===== src/rtl/iq_pkg.sv =====
package iq_pkg;

    localparam int ENTRY_W   = 32;
    localparam int VALID_POS = 31;
    localparam int WRAP_POS  = 29;

    typedef struct packed {
        logic tnr;
        logic rxb;
        logic busy;
        logic txb;
        logic rxf;
    } iq_flags_t;

    typedef struct packed {
        logic [7:0]  sub;
        iq_flags_t   flags;
        logic [15:0] code;
    } iq_event_t;

    typedef enum logic [1:0] {
        ST_IDLE,
        ST_READ,
        ST_CHECK
    } iq_state_e;

    function automatic logic [ENTRY_W-1:0] iq_pack(input logic wrap, input iq_event_t e);
        return {1'b1, 1'b0, wrap, e.sub, e.flags, e.code};
    endfunction

endpackage


===== src/rtl/iq_event_gate.sv =====
module iq_event_gate
    import iq_pkg::*;
#(
    parameter int NUM_CH = 16,
    parameter int CH_W   = (NUM_CH > 1) ? $clog2(NUM_CH) : 1
) (
    input  logic              clk,
    input  logic              rst_n,
    input  logic              accept,
    input  logic [CH_W-1:0]   chan,
    input  logic [7:0]        sub,
    input  logic [15:0]       code,
    input  logic              raw_tnr,
    input  logic              raw_rxb,
    input  logic              raw_rxb_ibit,
    input  logic              raw_busy,
    input  logic              raw_txb,
    input  logic              raw_txb_ibit,
    input  logic              raw_rxf,
    input  logic [NUM_CH-1:0] en_tnr,
    input  logic [NUM_CH-1:0] en_rxb,
    input  logic [NUM_CH-1:0] en_txb,
    input  logic [NUM_CH-1:0] en_rxf,
    output iq_event_t         evt,
    output logic              hit
);

    logic [7:0] last_sub_q [NUM_CH];
    logic [7:0] last_sub_d [NUM_CH];
    iq_flags_t  flags;

    always_comb begin
        flags.tnr  = raw_tnr & en_tnr[chan];
        flags.rxb  = raw_rxb & raw_rxb_ibit & en_rxb[chan];
        flags.busy = raw_busy;
        flags.txb  = raw_txb & raw_txb_ibit & en_txb[chan];
        flags.rxf  = raw_rxf & en_rxf[chan];

        evt.flags = flags;
        evt.code  = code;
        evt.sub   = raw_tnr ? last_sub_q[chan] : sub;
        hit       = |flags;

        for (int i = 0; i < NUM_CH; i++) begin
            last_sub_d[i] = last_sub_q[i];
        end
        if (accept && !raw_tnr) begin
            last_sub_d[chan] = sub;
        end
    end

    always_ff @(posedge clk) begin
        if (!rst_n) begin
            for (int i = 0; i < NUM_CH; i++) begin
                last_sub_q[i] <= '0;
            end
        end else begin
            for (int i = 0; i < NUM_CH; i++) begin
                last_sub_q[i] <= last_sub_d[i];
            end
        end
    end

endmodule


===== src/rtl/iq_slot_writer.sv =====
module iq_slot_writer
    import iq_pkg::*;
#(
    parameter int DEPTH = 64,
    parameter int AW    = $clog2(DEPTH)
) (
    input  logic               clk,
    input  logic               rst_n,
    input  logic               ev_valid,
    input  logic               hit,
    input  iq_event_t          evt,
    output logic               ev_ready,
    output logic               mem_rd_en,
    output logic               mem_wr_en,
    output logic [AW-1:0]      mem_addr,
    output logic [ENTRY_W-1:0] mem_wr_data,
    input  logic               slot_valid,
    input  logic               slot_wrap,
    input  logic               irq_clr,
    output logic               irq,
    output logic               overflow
);

    localparam logic [AW-1:0] LAST_SLOT = AW'(DEPTH - 1);

    typedef struct packed {
        iq_state_e   st;
        logic [AW-1:0] wptr;
        iq_event_t   entry;
        logic        irq;
        logic        ovf;
    } wr_state_t;

    wr_state_t s_q, s_d;

    always_comb begin
        s_d         = s_q;
        ev_ready    = (s_q.st == ST_IDLE);
        mem_rd_en   = 1'b0;
        mem_wr_en   = 1'b0;
        mem_addr    = s_q.wptr;
        mem_wr_data = iq_pack(slot_wrap, s_q.entry);

        if (irq_clr) begin
            s_d.irq = 1'b0;
        end

        unique case (s_q.st)
            ST_IDLE: begin
                if (ev_valid && hit) begin
                    s_d.entry = evt;
                    s_d.st    = ST_READ;
                end
            end
            ST_READ: begin
                mem_rd_en = 1'b1;
                s_d.st    = ST_CHECK;
            end
            ST_CHECK: begin
                s_d.st = ST_IDLE;
                if (slot_valid) begin
                    s_d.ovf = 1'b1;
                end else begin
                    mem_wr_en = 1'b1;
                    s_d.irq   = 1'b1;
                    if (slot_wrap || s_q.wptr == LAST_SLOT) begin
                        s_d.wptr = '0;
                    end else begin
                        s_d.wptr = s_q.wptr + 1'b1;
                    end
                end
            end
            default: s_d.st = ST_IDLE;
        endcase
    end

    always_ff @(posedge clk) begin
        if (!rst_n) begin
            s_q.st    <= ST_IDLE;
            s_q.wptr  <= '0;
            s_q.entry <= '0;
            s_q.irq   <= 1'b0;
            s_q.ovf   <= 1'b0;
        end else begin
            s_q <= s_d;
        end
    end

    assign irq      = s_q.irq;
    assign overflow = s_q.ovf;

endmodule


===== src/rtl/iq_event_writer.sv =====
module iq_event_writer
    import iq_pkg::*;
#(
    parameter int NUM_CH = 16,
    parameter int DEPTH  = 64,
    parameter int CH_W   = (NUM_CH > 1) ? $clog2(NUM_CH) : 1,
    parameter int AW     = $clog2(DEPTH)
) (
    input  logic              clk,
    input  logic              rst_n,
    input  logic              ev_valid,
    output logic              ev_ready,
    input  logic [CH_W-1:0]   ev_chan,
    input  logic [7:0]        ev_sub,
    input  logic [15:0]       ev_code,
    input  logic              ev_tnr,
    input  logic              ev_rxb,
    input  logic              ev_rxb_ibit,
    input  logic              ev_busy,
    input  logic              ev_txb,
    input  logic              ev_txb_ibit,
    input  logic              ev_rxf,
    input  logic [NUM_CH-1:0] mask_tnr,
    input  logic [NUM_CH-1:0] mask_rxb,
    input  logic [NUM_CH-1:0] mask_txb,
    input  logic [NUM_CH-1:0] mask_rxf,
    output logic              mem_rd_en,
    output logic              mem_wr_en,
    output logic [AW-1:0]     mem_addr,
    output logic [31:0]       mem_wr_data,
    input  logic [31:0]       mem_rd_data,
    output logic              irq,
    input  logic              irq_clr,
    output logic              overflow
);

    iq_event_t evt;
    logic      hit;
    logic      accept;

    assign accept = ev_valid & ev_ready;

    iq_event_gate #(.NUM_CH(NUM_CH), .CH_W(CH_W)) gate_i (
        .clk          (clk),
        .rst_n        (rst_n),
        .accept       (accept),
        .chan         (ev_chan),
        .sub          (ev_sub),
        .code         (ev_code),
        .raw_tnr      (ev_tnr),
        .raw_rxb      (ev_rxb),
        .raw_rxb_ibit (ev_rxb_ibit),
        .raw_busy     (ev_busy),
        .raw_txb      (ev_txb),
        .raw_txb_ibit (ev_txb_ibit),
        .raw_rxf      (ev_rxf),
        .en_tnr       (mask_tnr),
        .en_rxb       (mask_rxb),
        .en_txb       (mask_txb),
        .en_rxf       (mask_rxf),
        .evt          (evt),
        .hit          (hit)
    );

    iq_slot_writer #(.DEPTH(DEPTH), .AW(AW)) writer_i (
        .clk         (clk),
        .rst_n       (rst_n),
        .ev_valid    (ev_valid),
        .hit         (hit),
        .evt         (evt),
        .ev_ready    (ev_ready),
        .mem_rd_en   (mem_rd_en),
        .mem_wr_en   (mem_wr_en),
        .mem_addr    (mem_addr),
        .mem_wr_data (mem_wr_data),
        .slot_valid  (mem_rd_data[VALID_POS]),
        .slot_wrap   (mem_rd_data[WRAP_POS]),
        .irq_clr     (irq_clr),
        .irq         (irq),
        .overflow    (overflow)
    );

endmodule


===== config.mk =====
export PLATFORM = sky130hd
export DESIGN_NAME = iq_event_writer
export DESIGN_NICKNAME = d
export VERILOG_FILES = /design/src/rtl/iq_pkg.sv /design/src/rtl/iq_event_gate.sv /design/src/rtl/iq_slot_writer.sv /design/src/rtl/iq_event_writer.sv
export SDC_FILE = /design/constraint.sdc
export NUM_CORES = 1
export LEC_CHECK = 0
export BUFFER_PORTS_ARGS = -buffer_cell sky130_fd_sc_hd__buf_2
export CORE_ASPECT_RATIO = 0.8
export CORE_MARGIN = 1
export CORE_UTILIZATION = 55
export DETAILED_ROUTE_END_ITERATION = 8
export PLACE_DENSITY = 0.88
export SLEW_MARGIN = 5
export SYNTH_ARGS = -nofsm -noshare
export SYNTH_HDL_FRONTEND = slang
export SYNTH_HIERARCHICAL = 1
export SYNTH_SLANG_ARGS = --single-unit

===== constraint.sdc =====
create_clock -name clk -period 3.2 [get_ports clk]
set_input_delay 0.16 -clock clk [delete_from_list [all_inputs] [get_ports clk]]
set_output_delay 0.16 -clock clk [all_outputs]
set_load 0.03 [all_outputs]

==> results of run 1 <==
-- metrics by stage --
step,worst slack [ns],cell area (sq um)
after global placement,0.378,9050
after floorplan,0.789,8690
after global routing,0.634,9820
final,0.713,9820
after CTS,0.780,9820
after detailed placement,0.357,9050
-- sequential cells by signal (all words and copies together) (netlist names) --
signal                count
gate_i/last_sub_q       128
writer_i/overflow         1
writer_i/mem_addr         6
writer_i/mem_wr_data     29
writer_i/irq              1
writer_i/s_q              2
-- logic make-up after synthesis --
group | after synthesis | synth area share, %
AOI/OAI and AO/OA | 82 | 7.23
xor gates and xnor gates | 2 | 0.202
adders and majority gates | 1 | 0.144
buffers and inverters | 126 | 8.89
DFF | 167 | 38.5
muxes | 186 | 27.9
other | 2 | 0.0864
and+or+nand+nor | 273 | 17.1
-- cell type report --
type,count,area (sq um),area share (%)
Tap cell,210,263,2.68
Sequential cell,167,3340,34.1
Multi-Input combinational cell,546,4590,46.8
Timing Repair Buffer,178,1020,10.4
Clock buffer,20,447,4.55
Clock inverter,12,151,1.54
-- cell usage in the layout (no fill, tap or decap), types with 6 or more instances in the layout --
cell,instances
mux2_4,8
nor2b_1,110
mux2i_1,123
a21boi_0,24
mux4_2,39
dfxtp_1,167
buf_2,143
nand3_1,27
o22ai_1,10
clkbuf_16,17
a221o_1,6
and3_1,7
nand2_1,97
mux2_1,8
a21boi_1,29
mux2_2,7
buf_4,18
dlygate4sd3_1,17
-- routing by layer --
| layer | track usage [%] | part of all wire [%] | up-vias |
|---|---|---|---|
| met1 | 34.1 | 44 | 3182 |
| met5 | 0 | 0 | - |
| met4 | 9.18 | 1.9 | 0 |
| met2 | 43.4 | 49 | 201 |
| li1 | - | - | 3025 |
| met3 | 6.15 | 5.5 | 33 |
-- worst paths after layout --
check / start / cells past startpoint / endpoint
hold / removal: irq_clr / 3 / writer_i/irq$_SDFF_PN0_
hold reg to reg: writer_i/mem_wr_data[24]$_SDFFE_PN0P_ / 2 / writer_i/mem_wr_data[24]$_SDFFE_PN0P_
setup / recovery: ev_chan[0] / 10 / writer_i/mem_wr_data[17]$_SDFFE_PN0P_
setup reg to reg: writer_i/s_q[37]$_SDFFE_PN0P_ / 6 / gate_i/last_sub_q[12][5]$_SDFFE_PN0P_
-- power groups by stage --
stage / combinational, mW / sequential, mW / clock, mW
6_report: 0.552 / 2.14 / 2.09
2_1_floorplan: 0.416 / 2.18 / 0
4_1_cts: 0.541 / 2.14 / 2.10
3_3_place_gp: 0.514 / 2.18 / 0
3_5_place_dp: 0.521 / 2.18 / 0
5_1_grt: 0.586 / 2.14 / 2.20
-- timing repair --
| action | 4_1_cts | 5_1_grt |
|---|---|---|
| hold buffers | 17 | 0 |
| setup buffers | 0 | 0 |
| endpoints found under the hold margin | 17 | 0 |
-- critical path, stage by stage --
cell and delay (ns):
buf_4 0.40, mux2_2 0.39, o22ai_1 0.27, a221o_1 0.17, o22ai_1 0.11, or4_1 0.57, and4bb_1 0.34, buf_4 0.23
nand2_1 0.09, a21boi_1 0.07
==> summary.md, run 1 <==
| Metric | Value |
|---|---|
| Status | finished clean |
| Mean Syn Cell Area | 10.4 sq um |
| Final period util | 77.7% |
| Tmin final | 2.49 ns |
| Clock Power Share | 43.7% |
| Grt total ovfl | 0 |
| Finished Layout Cells | 1133 |
| Boundary Pins | 178 |
| Final slew viol count | 0 |
| Synth area leaders | dfxtp_1, mux2i_1, mux4_2 |
| Power density cells | 487 mW/mm^2 |
| Post_cts resized | 0 |
| Setup CP Type | input pin to flop |
| Post-route ant nets | 0 |
| Final setup viols | 0 |
| Worst-skew pair later-pin latency | 0.42 ns |
| Top-count cell post-synth | dfxtp_1 |
| Core Util, Final | 64.5% |
| Combinational fraction of design power | 11.5% |
| Initial antenna violation count | 0 |
| Fin Hold WS | 0.0496 ns |
| Via Count | 6441 |
| TritonCTS buffer count | 17 |
| Synth top area share | 38.5% |
| Synth Net Count | 975 |
| Pin count of the biggest net entering global routing | 91 |
| Final GP Congestion | 0.832 |
| CTS H-tree depth | 4 |
| Synth Cell Area | 0.00869 sq mm |
| First-pass GRT wire length | 32.8 mm |
| Clock Sinks | 167 |
| Fill cells | 1142 |
| Static Leakage | 4.09 nW |
| CTS tree | yes |
| Hold crit path type | input pin to flop |
| Setup_tns | 0 ns |
| Starting Density | 57.1% |
| GRT Total Usage | 26.4% |
| Total power | 4.78 mW |
| Ys flop type | dfxtp_1 |
| Yosys synthesis warning count | 6 |
| P_sw | 1.18 mW |
| Seq pwr share | 44.7% |
| Fin. Hold Viols | 0 |
| Register area share after synthesis | 38.5% |
| Area leader, netlist | dfxtp_1 |
| Commonest cells post-synth | dfxtp_1, mux2i_1, nor2b_1, nand2_1, buf_4 |
| Net Sw Frac | 24.7% |
| Post-DP HPWL | 13.4 mm |
| Final net count | 1046 |
| Critical-path maximum fanout | 34 |
| Maximum Capacitance Violations | 0 |
| Die height | 114 um |
| Crit end category | flop |
| Die width | 143 um |
| Core Region | 0.0152 sq mm |
| N_diodes | 0 |
| Area Overhead vs Synth | 12.9% |
| Reg2Reg Setup Slack | 0.94 ns |
| Clock root buffer | clkbuf_16 |
| Yosys cell types | 53 |
| Clock Pin Slew Worst Setup and Hold Paths | 0.06 ns |
| Die Area | 0.0163 sq mm |
| Clock Path Buffers | 2 |
| P_int | 3.60 mW |
| RSZ-0062 raised after global routing | no |
| DR DRC count | 0 |
| Layout Skew | 0.00769 ns |
| Max IR drop VDD | 0.000321 V |
| Total Wirelength | 21.1 mm |
| Worst Path Required | 3.51 ns |
| Peak Freq | 402 MHz |
| Row count | 40 |
| Critical Path Source Type | input pin |
| Number of synthesized flops with an enable pin | 0 |
| Slew headroom | 42.7% |
| DRT iter0 DRCs | 563 |
| FF+latch count, synth | 167 |
| Ys async rst share | 0% |
| First-pass DRT Iterations | 5 |
| Post-Synthesis Cells | 839 |
| Share of layout cells above drive strength 1 | 27.2% |
| Worst Tran Pin Value | 0.856 ns |
| Vias/cell | 5.68 |
| Wire length per cell | 18.6 um |
| CP arrival | 2.80 ns |
| Vias in the first global route | 6359 |
| Placed insts | 1084 |
| I/O Buffers | 145 |
Note: power is estimated with default switching activity, not from simulation.
==> run 2: changes to the inputs <==
--- a/config.mk
+++ b/config.mk
@@ -8,9 +8,9 @@
 export BUFFER_PORTS_ARGS = -buffer_cell sky130_fd_sc_hd__buf_2
 export CORE_ASPECT_RATIO = 0.8
 export CORE_MARGIN = 1
-export CORE_UTILIZATION = 55
+export CORE_UTILIZATION = 50
 export DETAILED_ROUTE_END_ITERATION = 8
-export PLACE_DENSITY = 0.88
+export PLACE_DENSITY = 0.85
 export SLEW_MARGIN = 5
 export SYNTH_ARGS = -nofsm -noshare
 export SYNTH_HDL_FRONTEND = slang
==> constraint.sdc (replaced) <==
create_clock -name clk -period 2 [get_ports clk]
set_input_delay 0.1 -clock clk [delete_from_list [all_inputs] [get_ports clk]]
set_output_delay 0.1 -clock clk [all_outputs]
set_load 0.03 [all_outputs]
==> summary.md, run 2 (synthesis gave the netlist of run 1 again) <==
| Metric | Value |
|---|---|
| Status | finished clean |
| Post-route ant nets | 0 |
| Largest stage delay on the critical path | 0.55 ns |
| Peak Freq | 503 MHz |
| FF+latch area | 0.00334 sq mm |
| Worst R2R End | writer_i/mem_wr_data[22]$_SDFFE_PN0P_ |
| Net Sw Frac | 26.9% |
| Max reg flops | 128 |
| Most frequent cells in the layout | dfxtp_1, buf_2, mux2i_1, nor2b_1, nand2_1 |
| Wire length per cell | 18.7 um |
| Setup CP Type | input pin to flop |
| Crit end category | flop |
| CTS H-tree depth | 4 |
| Worst Path Required | 2.31 ns |
| Static Leakage | 4.41 nW |
| Boundary Pins | 178 |
| Core Region | 0.0168 sq mm |
| Max IR drop VDD | 0.000554 V |
| RR Startpoint | gate_i/last_sub_q[9][1]$_SDFFE_PN0P_ |
| Tmin final | 1.99 ns |
| Most common cell after layout, fill and taps aside | dfxtp_1 |
| CP top delay family | simple AND/OR/NAND/NOR gates |
| Vias in the first global route | 6615 |
| Placed insts | 1153 |
| Pin count of the biggest net entering global routing | 100 |
| Power density cells | 724 mW/mm^2 |
| Starting Density | 51.9% |
| Combinational fraction of design power | 13.1% |
| Clock Power Share | 41.5% |
| Clock root buffer | clkbuf_16 |
| Die Area | 0.0179 sq mm |
| Share of layout cells above drive strength 1 | 32.7% |
| TritonCTS buffer count | 17 |
| Crit. path cell count | 10 |
| P_sw | 2.02 mW |
| Largest Register | gate_i/last_sub_q |
| CTS tree | yes |
| Grt total ovfl | 0 |
| Vias/cell | 5.54 |
| Critical-path maximum fanout | 9 |
| Hold crit path type | input pin to flop |
| Final slew viol count | 0 |
| Final GP Congestion | 0.839 |
| I/O Buffers | 145 |
| Post-DP HPWL | 15.4 mm |
| Final setup margin | 0.0107 ns |
| First-pass GRT wire length | 34.6 mm |
| Multi-input gate area | 0.00465 sq mm |
| Final setup viols | 0 |
| Initial antenna violation count | 0 |
| Crit-path cells | buf_2 > nand2b_1 > o22ai_1 > a221o_1 > o22ai_2 > or4_4 > and4bb_1 > buf_4 > nand2_1 > a21boi_1 |
| N_diodes | 0 |
| GRT Total Usage | 25.0% |
| First-pass DRT Iterations | 5 |
| Fill cells | 1279 |
| Clock Pin Slew Worst Setup and Hold Paths | 0.07 ns |
| P_int | 5.50 mW |
| RSZ-0062 raised after global routing | yes |
| Finished Layout Cells | 1203 |
| Die height | 120 um |
| Seq pwr share | 45.5% |
| Crit-path slowest cell | or4_4 |
| Final period util | 99.5% |
| Critical Path Source Type | input pin |
| Area Overhead vs Synth | 19.4% |
| Post-Place Setup Slack | -0.503 ns |
| Worst r2r path cells | 5 |
| Via Count | 6670 |
| Die width | 149 um |
| Row count | 42 |
| CP arrival | 2.30 ns |
| Buf/Inv on CP | 2 |
| Maximum Capacitance Violations | 0 |
| CP endpoint | writer_i/mem_wr_data[19]$_SDFFE_PN0P_ |
| Clock Path Buffers | 2 |
| Total Wirelength | 22.5 mm |
| Worst-skew pair later-pin latency | 0.43 ns |
| Layout Skew | 0.0110 ns |
| Fin. Hold Viols | 0 |
| Final net count | 1106 |
| DR DRC count | 0 |
| Critical path launch point | ev_chan[3] |
| Reg2Reg Setup Slack | 0.06 ns |
| DRT iter0 DRCs | 506 |
| Clock Sinks | 167 |
-- run 2: worst reg2reg max path: stages, from the launching register on --
cell      delay, ns
dfxtp_1        0.35
mux4_1         0.54
mux4_2         0.50
mux2_4         0.28
nand2_1        0.09
a21boi_1       0.07
-- run 2: repair_timing --
action | in CTS | in global routing
pin swaps | 0 | 0
setup endpoints to repair | 25 | 37
gates resized for setup | 2 | 7
setup buffers | 0 | 0
hold buffers | 18 | 0
endpoints found under the hold margin | 18 | 0
-- run 2: worst min path at each step --
stage | to | cells past startpoint | slack [ns] | from
floorplan | mem_wr_en | 1 | 0.27 | mem_rd_data[31]
global placement | writer_i/mem_wr_data[0]$_SDFFE_PN0P_ | 3 | 0.34 | ev_code[0]
detailed placement | writer_i/mem_wr_data[0]$_SDFFE_PN0P_ | 3 | 0.35 | ev_code[0]
CTS | writer_i/mem_addr[2]$_SDFFE_PN0P_ | 4 | 0.06 | mem_rd_data[31]
global route | writer_i/overflow$_SDFFE_PN0P_ | 2 | 0.11 | rst_n
finish | writer_i/mem_addr[2]$_SDFFE_PN0P_ | 4 | 0.07 | mem_rd_data[31]
-- run 2: metal layers --
| layer | vias to the layer above | routed length (um) | GRT usage [%] |
|---|---|---|---|
| li1 | 3137 | - | - |
| met1 | 3254 | 9970 | 33.5 |
| met2 | 245 | 10800 | 41.3 |
| met3 | 34 | 1280 | 3.61 |
| met4 | 0 | 359 | 7.65 |
| met5 | - | 0 | 0 |
-- run 2: per-stage QoR --
| stage | total power [mW] | area [sq um] | hold WS (ns) | setup TNS [ns] | util (%) |
|---|---|---|---|---|---|
| after floorplan | 4.18 | 8770 | 0.265 | -5.23 | - |
| after global placement | 4.40 | 9610 | 0.345 | -11.22 | 57.3 |
| after detailed placement | 4.42 | 9610 | 0.347 | -14.12 | 57.3 |
| after CTS | 7.52 | 10400 | 0.0584 | 0 | 61.8 |
| after global routing | 7.76 | 10400 | 0.107 | -0.0419 | 61.9 |
| final | 7.52 | 10400 | 0.0732 | 0 | 61.9 |
-- run 2: cell type report --
| class | count | area share [%] |
|---|---|---|
| Timing Repair Buffer | 238 | 15.0 |
| Tap cell | 220 | 2.65 |
| Clock buffer | 19 | 4.27 |
| Multi-Input combinational cell | 546 | 44.8 |
| Sequential cell | 167 | 32.2 |
| Clock inverter | 13 | 1.11 |
-- run 2: power by group through the flow --
stage | logic (mW) | clock network (mW) | registers (mW)
finish | 0.982 | 3.12 | 3.42
global placement | 0.912 | 0 | 3.49
detailed placement | 0.927 | 0 | 3.49
floorplan | 0.694 | 0 | 3.49
global route | 1.04 | 3.30 | 3.42
CTS | 0.960 | 3.14 | 3.42
